===== src/rtl/mixcic_pkg.sv =====
package mixcic_pkg;
    // default geometry of the mixer/decimator
    localparam int DEF_SAMP_W    = 16;
    localparam int DEF_LO_W      = 18;
    localparam int DEF_OUT_W     = 18;
    localparam int DEF_RMAX_LOG  = 10;
    localparam int DEF_STAGES    = 2;
    localparam int DEF_RATE_RST  = 100;
    localparam int DEF_SHIFT_RST = 14;
endpackage


===== src/rtl/mixcic_mult.sv =====
module mixcic_mult #(
    parameter int A_W = 16,
    parameter int B_W = 18,
    localparam int P_W = A_W + B_W
) (
    input  logic           clk,
    input  logic           rst_n,
    input  logic           vld_in,
    input  logic [A_W-1:0] a,
    input  logic [B_W-1:0] b,
    output logic           vld,
    output logic [P_W-1:0] p
);
    typedef struct packed {
        logic           vld;
        logic [P_W-1:0] p;
    } mult_st_t;

    mult_st_t s_d, s_q;
    logic signed [P_W-1:0] prod_s;

    assign prod_s = $signed(a) * $signed(b);

    always_comb begin
        s_d     = s_q;
        s_d.vld = vld_in;
        if (vld_in) begin
            s_d.p = prod_s;
        end
    end

    always_ff @(posedge clk) begin
        if (!rst_n) begin
            s_q <= '0;
        end else begin
            s_q <= s_d;
        end
    end

    assign vld = s_q.vld;
    assign p   = s_q.p;
endmodule


===== src/rtl/mixcic_rate_ctl.sv =====
module mixcic_rate_ctl #(
    parameter int RATE_W    = 11,
    parameter int SH_W      = 5,
    parameter int RATE_RST  = 100,
    parameter int SHIFT_RST = 14
) (
    input  logic              clk,
    input  logic              rst_n,
    input  logic              step,
    input  logic [RATE_W-1:0] rate_in,
    input  logic [SH_W-1:0]   shift_in,
    output logic              boundary,
    output logic [SH_W-1:0]   shift_win,
    output logic [RATE_W-1:0] cnt_o,
    output logic [RATE_W-1:0] rate_o
);
    typedef struct packed {
        logic [RATE_W-1:0] cnt;
        logic [RATE_W-1:0] rate;
        logic [SH_W-1:0]   shift;
    } ctl_st_t;

    localparam ctl_st_t CTL_RST = '{
        cnt:   '0,
        rate:  RATE_W'(RATE_RST),
        shift: SH_W'(SHIFT_RST)
    };

    ctl_st_t s_d, s_q;
    logic [RATE_W-1:0] rate_eff;
    logic              last_w;

    assign rate_eff = (rate_in == '0) ? RATE_W'(1) : rate_in;
    assign last_w   = (s_q.cnt == s_q.rate - RATE_W'(1));
    assign boundary = step && last_w;

    always_comb begin
        s_d = s_q;
        if (step) begin
            if (last_w) begin
                s_d.cnt   = '0;
                s_d.rate  = rate_eff;
                s_d.shift = shift_in;
            end else begin
                s_d.cnt = s_q.cnt + RATE_W'(1);
            end
        end
    end

    always_ff @(posedge clk) begin
        if (!rst_n) begin
            s_q <= CTL_RST;
        end else begin
            s_q <= s_d;
        end
    end

    assign shift_win = s_q.shift;
    assign cnt_o     = s_q.cnt;
    assign rate_o    = s_q.rate;
endmodule


===== src/rtl/mixcic_cic.sv =====
module mixcic_cic #(
    parameter int IN_W   = 34,
    parameter int ACC_W  = 54,
    parameter int STAGES = 2,
    parameter int SH_W   = 5,
    parameter int OUT_W  = 18
) (
    input  logic             clk,
    input  logic             rst_n,
    input  logic             step,
    input  logic [IN_W-1:0]  x_in,
    input  logic             boundary,
    input  logic [SH_W-1:0]  shift_win,
    output logic             y_vld,
    output logic [OUT_W-1:0] y
);
    typedef struct packed {
        logic [STAGES-1:0][ACC_W-1:0] integ;
        logic [STAGES-1:0][ACC_W-1:0] comb_prev;
        logic [ACC_W-1:0]             dec;
        logic                         dec_vld;
        logic [SH_W-1:0]              dec_sh;
        logic [OUT_W-1:0]             y;
        logic                         y_vld;
    } cic_st_t;

    cic_st_t s_d, s_q;
    logic [ACC_W-1:0]        acc;
    logic [ACC_W-1:0]        dif;
    logic [ACC_W-1:0]        nxt;
    logic signed [ACC_W-1:0] shd;

    always_comb begin
        s_d         = s_q;
        s_d.dec_vld = 1'b0;
        s_d.y_vld   = 1'b0;
        acc         = {{(ACC_W-IN_W){x_in[IN_W-1]}}, x_in};
        dif         = '0;
        nxt         = '0;
        shd         = '0;

        // integrator cascade, each stage adds the updated value of the one before
        if (step) begin
            for (int i = 0; i < STAGES; i++) begin
                acc          = s_q.integ[i] + acc;
                s_d.integ[i] = acc;
            end
            if (boundary) begin
                s_d.dec     = acc;
                s_d.dec_vld = 1'b1;
                s_d.dec_sh  = shift_win;
            end
        end

        // comb cascade at the decimated rate
        if (s_q.dec_vld) begin
            dif = s_q.dec;
            for (int i = 0; i < STAGES; i++) begin
                nxt              = dif - s_q.comb_prev[i];
                s_d.comb_prev[i] = dif;
                dif              = nxt;
            end
            shd       = $signed(dif) >>> s_q.dec_sh;
            s_d.y     = shd[OUT_W-1:0];
            s_d.y_vld = 1'b1;
        end
    end

    always_ff @(posedge clk) begin
        if (!rst_n) begin
            s_q <= '0;
        end else begin
            s_q <= s_d;
        end
    end

    assign y_vld = s_q.y_vld;
    assign y     = s_q.y;
endmodule


===== src/rtl/mixcic_iq_dec.sv =====
module mixcic_iq_dec
    import mixcic_pkg::*;
#(
    parameter int SAMP_W    = DEF_SAMP_W,
    parameter int LO_W      = DEF_LO_W,
    parameter int OUT_W     = DEF_OUT_W,
    parameter int RMAX_LOG  = DEF_RMAX_LOG,
    parameter int STAGES    = DEF_STAGES,
    parameter int RATE_RST  = DEF_RATE_RST,
    parameter int SHIFT_RST = DEF_SHIFT_RST,
    localparam int PROD_W   = SAMP_W + LO_W,
    localparam int ACC_W    = PROD_W + STAGES * RMAX_LOG,
    localparam int RATE_W   = RMAX_LOG + 1,
    localparam int SH_W     = $clog2(STAGES * RMAX_LOG + 1)
) (
    input  logic              clk,
    input  logic              rst_n,
    input  logic              samp_vld,
    input  logic [SAMP_W-1:0] samp,
    input  logic [LO_W-1:0]   lo_cos,
    input  logic [LO_W-1:0]   lo_sin,
    input  logic [RATE_W-1:0] rate,
    input  logic [SH_W-1:0]   shift,
    output logic              iq_vld,
    output logic [OUT_W-1:0]  i_out,
    output logic [OUT_W-1:0]  q_out
);
    localparam int LANES = 2;

    logic [LANES-1:0][LO_W-1:0]   lo_w;
    logic [LANES-1:0]             pv_lane;
    logic [LANES-1:0][PROD_W-1:0] prod_w;
    logic [LANES-1:0]             yv_lane;
    logic [LANES-1:0][OUT_W-1:0]  y_w;
    logic                         pv_w;
    logic                         bnd_w;
    logic [SH_W-1:0]              shw_w;
    logic [RATE_W-1:0]            cnt_w;
    logic [RATE_W-1:0]            ract_w;

    // lane 0 carries the in-phase path, lane 1 the quadrature path
    assign lo_w = {lo_sin, lo_cos};
    assign pv_w = &pv_lane;

    mixcic_rate_ctl #(
        .RATE_W   (RATE_W),
        .SH_W     (SH_W),
        .RATE_RST (RATE_RST),
        .SHIFT_RST(SHIFT_RST)
    ) u_ctl (
        .clk      (clk),
        .rst_n    (rst_n),
        .step     (pv_w),
        .rate_in  (rate),
        .shift_in (shift),
        .boundary (bnd_w),
        .shift_win(shw_w),
        .cnt_o    (cnt_w),
        .rate_o   (ract_w)
    );

    for (genvar l = 0; l < LANES; l++) begin : g_lane
        mixcic_mult #(
            .A_W(SAMP_W),
            .B_W(LO_W)
        ) u_mult (
            .clk   (clk),
            .rst_n (rst_n),
            .vld_in(samp_vld),
            .a     (samp),
            .b     (lo_w[l]),
            .vld   (pv_lane[l]),
            .p     (prod_w[l])
        );

        mixcic_cic #(
            .IN_W  (PROD_W),
            .ACC_W (ACC_W),
            .STAGES(STAGES),
            .SH_W  (SH_W),
            .OUT_W (OUT_W)
        ) u_cic (
            .clk      (clk),
            .rst_n    (rst_n),
            .step     (pv_w),
            .x_in     (prod_w[l]),
            .boundary (bnd_w),
            .shift_win(shw_w),
            .y_vld    (yv_lane[l]),
            .y        (y_w[l])
        );
    end

    assign iq_vld = &yv_lane;
    assign i_out  = y_w[0];
    assign q_out  = y_w[1];
endmodule


===== config.mk =====
export PLATFORM = sky130hd
export DESIGN_NAME = mixcic_iq_dec
export DESIGN_NICKNAME = d
export VERILOG_FILES = /design/src/rtl/mixcic_pkg.sv /design/src/rtl/mixcic_mult.sv /design/src/rtl/mixcic_rate_ctl.sv /design/src/rtl/mixcic_cic.sv /design/src/rtl/mixcic_iq_dec.sv
export SDC_FILE = /design/constraint.sdc
export NUM_CORES = 2
export LEC_CHECK = 0
export ABC_AREA = 1
export ABC_CLOCK_PERIOD_IN_PS = 7350
export CAP_MARGIN = 15
export CORE_ASPECT_RATIO = 1.2
export CORE_MARGIN = 3
export CORE_UTILIZATION = 45
export CTS_CLUSTER_SIZE = 12
export DETAILED_ROUTE_END_ITERATION = 8
export DONT_BUFFER_PORTS = 1
export GPL_TIMING_DRIVEN = 0
export PLACE_DENSITY = 0.69
export SKIP_CTS_REPAIR_TIMING = 1
export SYNTH_ARGS = -nofsm -noshare
export SYNTH_HDL_FRONTEND = slang
export SYNTH_SLANG_ARGS = --single-unit

===== constraint.sdc =====
create_clock -name clk -period 7.35 [get_ports clk]
set_clock_uncertainty 0.05 [all_clocks]
set_input_delay 0.3675 -clock clk [delete_from_list [all_inputs] [get_ports clk]]
set_output_delay 0.3675 -clock clk [all_outputs]
set_load 0.03 [all_outputs]

### Yosys cells after proc, flatten, opt, wreduce, memory -nomap -nowiden

Index checks and enable logic that the tools add are counted.

* output and inout port bits: 37
* bits in registers: 681
* word-level logic and storage cells: 50

* shifts and indexed selects: 2
* multiply operators: 2
* add/subtract/negate cells: 10
* multiplexer cells: 6
* reductions and logical operators: 6
* eq/ne operators: 1

Operators with widths (number)
* $add 54x54->54: 4
* $sub 54x54->54: 4
* $sshr 54x5->18: 2
* $mul 16x18->34: 2
* $mux 11: 2
* $mux 6: 2
* $add 11x1->11 const B: 1
* $eq 11x11->1: 1
* $logic_not 11->1: 1
* $sub 11x1->11 const B: 1
* $reduce_and 2->1: 4
* $mux 1: 2
* $logic_and 1x1->1: 1

### Longest topological paths before layout

* depth after elaboration: 4
* mapped depth: 39
* gate-level depth less buffers: 39

### By module

From an unflattened synthesis, not the netlist that was laid out.

* cell total of the unflattened synthesis: 12405
* area total of the unflattened synthesis: 79272.3 um^2

Modules (own cells, without submodules)
* mixcic_cic at g_lane[1].u_cic: sequential area each 5405.2 um^2, area each 25533.2 um^2, cells each 4260, instances 1
* mixcic_cic at g_lane[0].u_cic: sequential area each 5405.2 um^2, area each 25517.0 um^2, cells each 4246, instances 1
* mixcic_mult at g_lane[0].u_mult: sequential area each 700.7 um^2, area each 13191.4 um^2, cells each 1797, instances 1
* mixcic_mult at g_lane[1].u_mult: sequential area each 700.7 um^2, area each 13125.1 um^2, cells each 1799, instances 1
* mixcic_rate_ctl: sequential area each 540.5 um^2, area each 1890.6 um^2, cells each 299, instances 1
* mixcic_iq_dec: sequential area each 0.0 um^2, area each 15.0 um^2, cells each 4, instances 1

### Least setup slack after synthesis

OpenSTA, ideal clock, no wires.

* path type: input to register
* from: input samp[1]
* to: register g_lane[0].u_mult.s_q (netlist bit g_lane[0].u_mult.p[27])
* path slack: 1.369 ns
* data arrival time: 5.816 ns
* setup time: 0.115 ns
* stages: 23
* cells stage by stage: clkbuf_1 > clkbuf_1 > nand2_1 > fa_1 > fa_1 > inv_1 > fa_1 > fa_1 > fa_1 > inv_1 > fa_1 > inv_1 > ha_1 > a21oi_1 > a21boi_0 > o21ai_0 > a21boi_0 > nor2_1 > nand2_1 > nand2_1 > xor2_1 > o21ai_0 > inv_1

* word-level cells in the longest chain between the ends: 1

RTL lines
* from (decl): RTL line mixcic_iq_dec.sv:19 `input logic [SAMP_W-1:0] samp,`
* $mul 16x18->34: RTL line mixcic_mult.sv:22 `assign prod_s = $signed(a) * $signed(b);`
* to (signal assigned): RTL line mixcic_mult.sv:34 `s_q <= '0;`
* to (signal assigned): RTL line mixcic_mult.sv:36 `s_q <= s_d;`
* to (decl): RTL line mixcic_mult.sv:19 `mult_st_t s_d, s_q;`

No other way between the ends.
A chain may end at the register's enable or synchronous reset.

### Worst setup path after layout

* from: input samp[7]
* to: register g_lane[0].u_mult.s_q (netlist bit g_lane[0].u_mult.p[29])

The elaborated chain is that of the path after synthesis.

==> results.tsv <==
metric	value	unit
Non-Filler Instances	13788	
Worst-path clk slew	0.06	ns
grt ovf	0	
synthesis warning total	0	
Register Area	0.0126	mm^2
fin crit share	93.6	%
design area	0.0803	mm^2
Netlist cell types	65	
metal2 WL	151000	um
Fin Setup TNS	0	ns
Die H	453	um
DRC	0	
slew of the pin with the lowest slew margin	1.27	ns
WHS Endpoint	g_lane[0].u_mult.p[1]	
CTS tree	built	
htree depth	3	
Tot Pwr	30.5	mW
via count of the first global-routing pass	75177	
Crit Path Class	input pin to register	
worst-path fanout max	10	
VDD IR max	0.534	mV
number of fillers in the final layout	17329	
first-pass GRT wire length	449000	um
RSZ-0062 raised after global routing	no	
Worst Reg-to-Reg Cells	29	
WL/cell	21.8	um
register area share after synthesis	16.8	%
Hold Crit Class	input pin to register	
Final Hold Viols	0	
nets@finish	12811	
final setup violation count	0	
CTS Sinks	629	
P per Cell Area	380	mW/mm^2
Lkg Pwr	44.1	nW
Total GRT Usage	34.7	%
clk_lat worst skew	0.71	ns
most frequent cells in the layout	2598 x nand2_1, 2397 x inv_1, 1013 x nor2_1	
syn_nets	12710	
register bit total from synthesis	629	
status	finished clean	
Via density	5.39	
Max-slew headroom	15.4	%
Initial DRC Count	5082	
final core occ	48.7	%
WL met1	111000	um
hpwl dp	256000	um
Max Clk Rate	145	MHz
Hold Startpoint	lo_cos[0]	
placed cell area	0.0778	mm^2
reg2reg end	g_lane[0].u_cic.y[10]	
antenna violation net count after detailed routing	0	
Worst R2R Start	g_lane[0].u_cic.s_q[25]	
DP Worst Slack	-0.485	ns
DR vias	74266	
Tmin final	6.88	ns
top sig layer	met5	
Post-synth EDFFs	0	
Multi-input gate area	0.0515	mm^2
Num CTS Buffers	73	
asr flop ratio synth	0	%
most common cell after layout, fill and taps aside	nand2_1	
Total Routed Length	301000	um
Final GP Congestion	1.05	
Worst Setup Slack, final	0.471	ns
FF-to-FF setup slack	0.87	ns
Port Buf Inserts	0	
hold depth	5	
Core Area	0.165	mm^2
ys flop type	dfxtp_1	
Avg Inst Size Synth	6.52	um^2
CP Launch Type	input pin	
P&R area growth vs syn	7.16	%
starting density of the core	45.4	%
IO Count	108	
initial antenna violation count	8	
WHS	0.00807	ns
routed wl met3	14800	um
DRT Pass-1 Iters	8	
site row count	163	
placed cell count	13646	
crit path capture type	register	
root buffer cell	clkbuf_16	
Synth Instances	11493	
die area	0.172	mm^2
share of cells above drive strength 1	1.99	%
fin. max-slew vios	0	
CP required	7.89	ns
Die X	379	um
Max Cap Viol	0	
area of the mapped netlist	0.0750	mm^2
largest net degree at the start of global routing	18	
Longest Clk Path Bufs	3	
Critical Path AT	7.41	ns
## area by class of cell
type,instances,share of cell area [%]
multi-input combinational,8025,64.1
buffer,431,2.30
tap,2145,3.34
clock buffer,91,2.51
inverter,2408,11.3
antenna,8,0.0249
timing repair buffer,26,0.389
sequential,629,15.7
clock inverter,25,0.410
## critical path: stages
cell,delay [ns]
clkbuf_1,0.71
clkbuf_1,0.79
nand2_1,0.18
fa_1,0.59
inv_1,0.07
fa_1,0.50
fa_1,0.60
fa_1,0.45
fa_1,0.49
inv_1,0.05
fa_1,0.53
inv_1,0.06
ha_1,0.39
nand4_1,0.11
o21ai_0,0.59
a21oi_1,0.22
o21bai_1,0.27
nand2_1,0.11
nand3_1,0.08
nand2_1,0.05
o21ai_0,0.16
inv_1,0.05
## kinds of logic (layout without fill, tap and decap cells)
kind of cell	after synthesis	after routing	share of synthesized area [%]
and+or+nand+nor	4551	4551	24.8
buffers and inverters	2839	2981	14.5
AOI/OAI and AO/OA	1952	1952	14.4
adders and majority gates	1146	1146	25.0
DFF	629	629	16.8
xor gates and xnor gates	370	370	4.33
muxes	6	6	0.0801
other	0	8	0
## synth_stat cells (108+ instances only)
master / instances / share of area, %
ha_1: 558 / 9.3
nor2_1: 1013 / 5.1
dfxtp_1: 629 / 17
xnor2_1: 127 / 1.5
inv_1: 2397 / 12
clkbuf_1: 333 / 1.7
nand2_1: 2598 / 13
xor2_1: 242 / 2.8
o21ai_0: 712 / 4.8
fa_1: 588 / 16
nand3_1: 704 / 4.7
a31oi_1: 108 / 0.90
a21oi_1: 767 / 5.1
## worst max path at each step
stage / startpoint / to / slack [ns]
final: samp[7] / g_lane[0].u_mult.p[29] / 0.47
after global placement: samp[13] / g_lane[0].u_mult.p[30] / -0.36
after CTS: samp[13] / g_lane[0].u_mult.p[30] / 0.24
after detailed placement: samp[13] / g_lane[0].u_mult.p[30] / -0.48
after global routing: samp[4] / g_lane[1].u_mult.p[33] / 0.22
after floorplan: samp[1] / g_lane[0].u_mult.p[27] / 1.37
## flip-flops by register name, summed over array words and instances, names as in the netlist
register and cells:
g_lane.u_mult.p 68, u_ctl.rate_o 11, u_ctl.cnt_o 11, g_lane.u_cic.y_vld 1, g_lane.u_cic.s_q 496, u_ctl.shift_win 5
g_lane.u_mult.vld 1, g_lane.u_cic.y 36
## per-layer routing
layer  up-vias  track usage, %
met5         -               0
met4         4            23.1
met3       805            4.09
met2      2389            63.7
met1     34942            37.0
li1      36126               -
## power breakdown
group | total (mW) | switching (mW) | internal, mW
clock network | 3.75 | 1.63 | 2.12
registers | 3.89 | 0.193 | 3.69
logic | 22.9 | 14.6 | 8.34
(Power assumes the default switching activity.)
